`src/rtl/bp_pkg.sv`:
```
package bp_pkg;

  typedef logic [1:0] bp_state_t;

  localparam bp_state_t ST_STRONG_NT = 2'b00;
  localparam bp_state_t ST_WEAK_NT   = 2'b01;
  localparam bp_state_t ST_WEAK_T    = 2'b10;
  localparam bp_state_t ST_STRONG_T  = 2'b11;

  // Direction guess carried by a state.
  function automatic logic bp_guess(input bp_state_t s);
    return s[1];
  endfunction

  // Non-saturating four-state transition.
  function automatic bp_state_t bp_next(input bp_state_t s, input logic taken);
    bp_state_t n;
    unique case (s)
      ST_STRONG_NT: n = taken ? ST_WEAK_NT  : ST_STRONG_NT;
      ST_WEAK_NT:   n = taken ? ST_STRONG_T : ST_STRONG_NT;
      ST_WEAK_T:    n = taken ? ST_STRONG_T : ST_STRONG_NT;
      default:      n = taken ? ST_STRONG_T : ST_WEAK_T;
    endcase
    return n;
  endfunction

endpackage

```
`src/rtl/bp_index.sv`:
```
module bp_index #(
  parameter int PC_W  = 32,
  parameter int SLOTS = 8,
  localparam int IDX_W = (SLOTS > 1) ? $clog2(SLOTS) : 1
) (
  input  logic [PC_W-1:0]  pc,
  output logic [IDX_W-1:0] idx
);

  localparam logic [PC_W-1:0] SLOTS_W = PC_W'(SLOTS);

  // Word address reduced modulo the slot count.
  assign idx = IDX_W'((pc >> 2) % SLOTS_W);

endmodule

```
`src/rtl/bp_slot_table.sv`:
```
module bp_slot_table
  import bp_pkg::*;
#(
  parameter int SLOTS = 8,
  localparam int IDX_W = (SLOTS > 1) ? $clog2(SLOTS) : 1
) (
  input  logic             clk,
  input  logic             rst_n,
  input  logic [IDX_W-1:0] rd_a_idx,
  output bp_state_t        rd_a_state,
  input  logic [IDX_W-1:0] rd_b_idx,
  output bp_state_t        rd_b_state,
  input  logic             wr_en,
  input  logic [IDX_W-1:0] wr_idx,
  input  bp_state_t        wr_state,
  output logic [SLOTS-1:0] wr_sel
);

  bp_state_t slot_q [SLOTS];

  for (genvar g = 0; g < SLOTS; g++) begin : g_slot
    assign wr_sel[g] = wr_en && (wr_idx == IDX_W'(g));

    always_ff @(posedge clk or negedge rst_n) begin
      if (!rst_n)         slot_q[g] <= ST_STRONG_NT;
      else if (wr_sel[g]) slot_q[g] <= wr_state;
    end
  end

  // Reads see the registered state, so a same-cycle write is not visible.
  assign rd_a_state = slot_q[rd_a_idx];
  assign rd_b_state = slot_q[rd_b_idx];

endmodule

```
`src/rtl/bp_miss_counter.sv`:
```
module bp_miss_counter #(
  parameter int CNT_W = 16
) (
  input  logic             clk,
  input  logic             rst_n,
  input  logic             inc,
  output logic [CNT_W-1:0] count
);

  localparam logic [CNT_W-1:0] CNT_MAX = '1;

  always_ff @(posedge clk or negedge rst_n) begin
    if (!rst_n)                        count <= '0;
    else if (inc && (count != CNT_MAX)) count <= count + CNT_W'(1);
  end

endmodule

```
`src/rtl/bp_dir_predictor.sv`:
```
module bp_dir_predictor
  import bp_pkg::*;
#(
  parameter int PC_W  = 32,
  parameter int SLOTS = 8,
  parameter int CNT_W = 16,
  localparam int IDX_W = (SLOTS > 1) ? $clog2(SLOTS) : 1
) (
  input  logic             clk,
  input  logic             rst_n,
  input  logic [PC_W-1:0]  lk_pc,
  output logic             lk_taken,
  output logic [1:0]       lk_state,
  input  logic             upd_valid,
  input  logic [PC_W-1:0]  upd_pc,
  input  logic             upd_taken,
  output logic             upd_mispredict,
  output logic [CNT_W-1:0] miss_count
);

  logic [IDX_W-1:0] lk_idx;
  logic [IDX_W-1:0] upd_idx;
  bp_state_t        lk_state_w;
  bp_state_t        upd_old_state;
  bp_state_t        upd_new_state;
  logic [SLOTS-1:0] slot_wr_sel;
  logic             miss_event;

  bp_index #(.PC_W(PC_W), .SLOTS(SLOTS)) u_lk_index (
    .pc  (lk_pc),
    .idx (lk_idx)
  );

  bp_index #(.PC_W(PC_W), .SLOTS(SLOTS)) u_upd_index (
    .pc  (upd_pc),
    .idx (upd_idx)
  );

  assign upd_new_state = bp_next(upd_old_state, upd_taken);

  bp_slot_table #(.SLOTS(SLOTS)) u_table (
    .clk        (clk),
    .rst_n      (rst_n),
    .rd_a_idx   (lk_idx),
    .rd_a_state (lk_state_w),
    .rd_b_idx   (upd_idx),
    .rd_b_state (upd_old_state),
    .wr_en      (upd_valid),
    .wr_idx     (upd_idx),
    .wr_state   (upd_new_state),
    .wr_sel     (slot_wr_sel)
  );

  assign lk_state       = lk_state_w;
  assign lk_taken       = bp_guess(lk_state_w);
  assign upd_mispredict = bp_guess(upd_old_state) != upd_taken;
  assign miss_event     = upd_valid && upd_mispredict;

  bp_miss_counter #(.CNT_W(CNT_W)) u_miss (
    .clk   (clk),
    .rst_n (rst_n),
    .inc   (miss_event),
    .count (miss_count)
  );

endmodule

```
`config.mk`:
```
export PLATFORM = sky130hd
export DESIGN_NAME = bp_dir_predictor
export DESIGN_NICKNAME = d
export VERILOG_FILES = /design/src/rtl/bp_pkg.sv /design/src/rtl/bp_index.sv /design/src/rtl/bp_slot_table.sv /design/src/rtl/bp_miss_counter.sv /design/src/rtl/bp_dir_predictor.sv
export SDC_FILE = /design/constraint.sdc
export NUM_CORES = 1
export LEC_CHECK = 0
export ABC_AREA = 1
export BUFFER_PORTS_ARGS = -buffer_cell sky130_fd_sc_hd__clkbuf_2
export CORE_MARGIN = 5
export CORE_UTILIZATION = 50
export DETAILED_ROUTE_END_ITERATION = 8
export GPL_ROUTABILITY_DRIVEN = 0
export GPL_TIMING_DRIVEN = 0
export PLACE_DENSITY = 0.84
export SYNTH_ARGS = -nofsm -noshare
export SYNTH_HDL_FRONTEND = slang
export SYNTH_SLANG_ARGS = --single-unit
```
`constraint.sdc`:
```
create_clock -name clk -period 2.4 [get_ports clk]
set_input_delay 0.48 -clock clk [delete_from_list [all_inputs] [get_ports clk]]
set_output_delay 0.48 -clock clk [all_outputs]
set_load 0.02 [all_outputs]
```
==> run summary <==
Share of cells above drive strength 1 = 0.180
Final Critical Period = 2.21 ns
First-pass GRT wire length = 8.29 mm
Die Span Y = 73.0 um
CTS tree = yes
P_leak = 0.00121 uW
Worst Tran Pin Value = 0.824 ns
Initial Util = 0.530
Peak VDD IR = 480 uV
Pre-Repair DR Iteration Count = 4
DR vias = 1937
Leading area contributor after synthesis = dfrtp_1
Routed wire per std cell = 13.6 um
Synth Cell Area = 1980 sq um
Post-synth cell types = 30
Most common cell after layout, fill and taps aside = nand2_1
Io pins = 88
ANT nets after route = 0
Syn Nets = 341
Setup-failing EPs final = 0
Clock Latency Late Sink = 0.29 ns
RSZ-0062 raised after global routing = no
DRT iter0 DRCs = 159
Post-Route WL = 4.80 mm
CP Data Required Time = 1.92 ns
GRT Resource Usage Total = 0.199
Max Cap Violations = 0
Initial antenna violation count = 0
Synth area leaders = dfrtp_1 (40%), nand2_1 (17%), nand4_1 (6.3%)
Hold Vio Cnt, Final = 0
Clk buf depth = 2
Num CTS Buffers = 5
FF/Latch Area = 801 sq um
Port buffer count = 27
Share of the synthesized area in the top cell type = 0.404
Post-synthesis sequential area ratio = 0.404
Max-slew violation count = 0
Crit end category = primary output
Startpoint types = input pin
Synth warnings = 0
Clock-pin slew on the worst setup and hold paths = 0.07 ns
Footprint of the multi-input gates = 1030 sq um
Vias in the first global route = 1858
NumNets Final = 375
Syn Inst Count = 271
Fillers = 357
DRC Markers = 0
Hold Slack = 0.273 ns
Crit path DAT = 1.73 ns
Post-CTS Setup Bufs = 0
CP max FO = 10
Hold/Removal Path Class = in -> async
Depth of the CTS H-tree = 2
Syn_area_per_cell = 7.32 sq um
Fin Setup TNS = 0 ns
Row cnt = 22
Cts-stage hold buffer count = 0
Clock Sinks = 32
Setup Skew = 0.00471 ns
PD cells = 800 nW/um^2
Fin crit share = 0.923
Status = finished, final reports clean
P&R area growth vs syn = 16.3%
Seq cells post-synth = 32
Most frequent cells in the layout = nand2_1 (89), dfrtp_1 (32), clkbuf_2 (28), nor2_1 (28), inv_1 (26)
WS Path Type = in -> out
Final Util = 0.616
Die width = 73.0 um
# diodes = 0
Largest net degree at the start of global routing = 33
Post-DP HPWL = 3.44 mm
Clk root buf = clkbuf_8
Slew headroom = 0.451
Gr ovfl total = 0
Area of the core = 3740 sq um
Avg Vias per Cell = 5.47
Die ar. = 5330 sq um
Maximum clock rate = 452 MHz
==> synth_stat cells, drive strengths merged <==
cell type and n:
nand4 20, a22oi 1, dfrtp 32, mux2 3, nand2 93, clkbuf 1, o2111ai 1, a21oi 11
o21ai 18, xnor2 2, ha 2, o22ai 1, inv 28, xor2 8, buf 7, nand3 9
nor2 29, a31oi 2, nor3 3
==> final timing paths <==
check / from / to / slack [ns] / cells past startpoint
max: upd_pc[2] / upd_mispredict / 0.19 / 10
max in group asynchronous: rst_n / u_miss.count[2]$_DFFE_PN0P_ / 1.61 / 1
max reg2reg: u_table.slot_q[12]$_DFFE_PN0P_ / u_table.slot_q[1]$_DFFE_PN0P_ / 0.43 / 6
min in group clk: upd_taken / u_table.slot_q[4]$_DFFE_PN0P_ / 0.48 / 3
min: rst_n / u_table.slot_q[2]$_DFFE_PN0P_ / 0.27 / 1
min reg2reg: u_table.slot_q[15]$_DFFE_PN0P_ / u_table.slot_q[15]$_DFFE_PN0P_ / 0.51 / 2
==> layer usage <==
metal | wire (um) | global-route usage | share of wire | vias to the layer above
met2 | 2150 | 0.302 | 0.45 | 75
met4 | 120 | 0.0840 | 0.025 | 0
met5 | 0 | 0 | 0 | -
li1 | - | - | - | 952
met1 | 2190 | 0.265 | 0.46 | 895
met3 | 338 | 0.0579 | 0.070 | 15
==> logic make-up (layout without fill, tap and decap cells) <==
| family | Yosys count | after routing | synth area share |
|---|---|---|---|
| flops | 32 | 32 | 0.404 |
| simple gates | 154 | 154 | 0.353 |
| compound gates | 34 | 34 | 0.0909 |
| xor+xnor | 10 | 10 | 0.0442 |
| buf+inv | 36 | 71 | 0.0789 |
| fa+ha+maj | 2 | 2 | 0.0126 |
| mux | 3 | 3 | 0.0170 |
==> area by class of cell <==
type / count / area share
sequential: 32 / 0.347
multi-input combinational: 203 / 0.445
timing repair buffer: 27 / 0.0586
tap: 48 / 0.0260
buffer: 8 / 0.0228
clock inverter: 1 / 0.0130
inverter: 28 / 0.0456
clock buffer: 7 / 0.0418
==> critical path, cell delays in order <==
cell	delay, ns
buf_4	0.15
inv_2	0.11
nand2_1	0.06
nand2_1	0.07
nand2_1	0.07
nand3_1	0.09
nand3_1	0.12
nand2_4	0.17
buf_4	0.21
clkbuf_2	0.19
==> power by group <==
group / switching (uW) / internal [uW] / leakage (uW)
registers: 103 / 655 / 0.000408
logic: 328 / 188 / 0.000741
clock network: 206 / 366 / 0.0000645
total: 637 / 1210 / 0.00121
==> metrics by stage <==
| stage | instances | power [uW] | worst slack, ns | instance area [sq um] |
|---|---|---|---|---|
| 6_report | 354 | 1850 | 0.185 | 2310 |
| 5_1_grt | 354 | 1950 | 0.0747 | 2310 |
| 4_1_cts | 354 | 1850 | 0.111 | 2300 |
| 3_5_place_dp | 346 | 1280 | 0.0449 | 2180 |
| 3_3_place_gp | 346 | 1260 | 0.0725 | 2180 |
| 2_1_floorplan | 271 | 1110 | 0.144 | 1980 |
==> flip-flops by register name, indices dropped and copies added (netlist names) <==
| signal | count |
|---|---|
| u_miss.count | 16 |
| u_table.slot_q | 16 |
==> what timing repair did <==
| action | CTS | global route |
|---|---|---|
| gates resized for setup | 0 | 2 |
| endpoints found under the setup margin | 0 | 2 |
| hold endpoints to repair | 0 | 0 |
No activity file was read; power rests on OpenSTA's default activity.
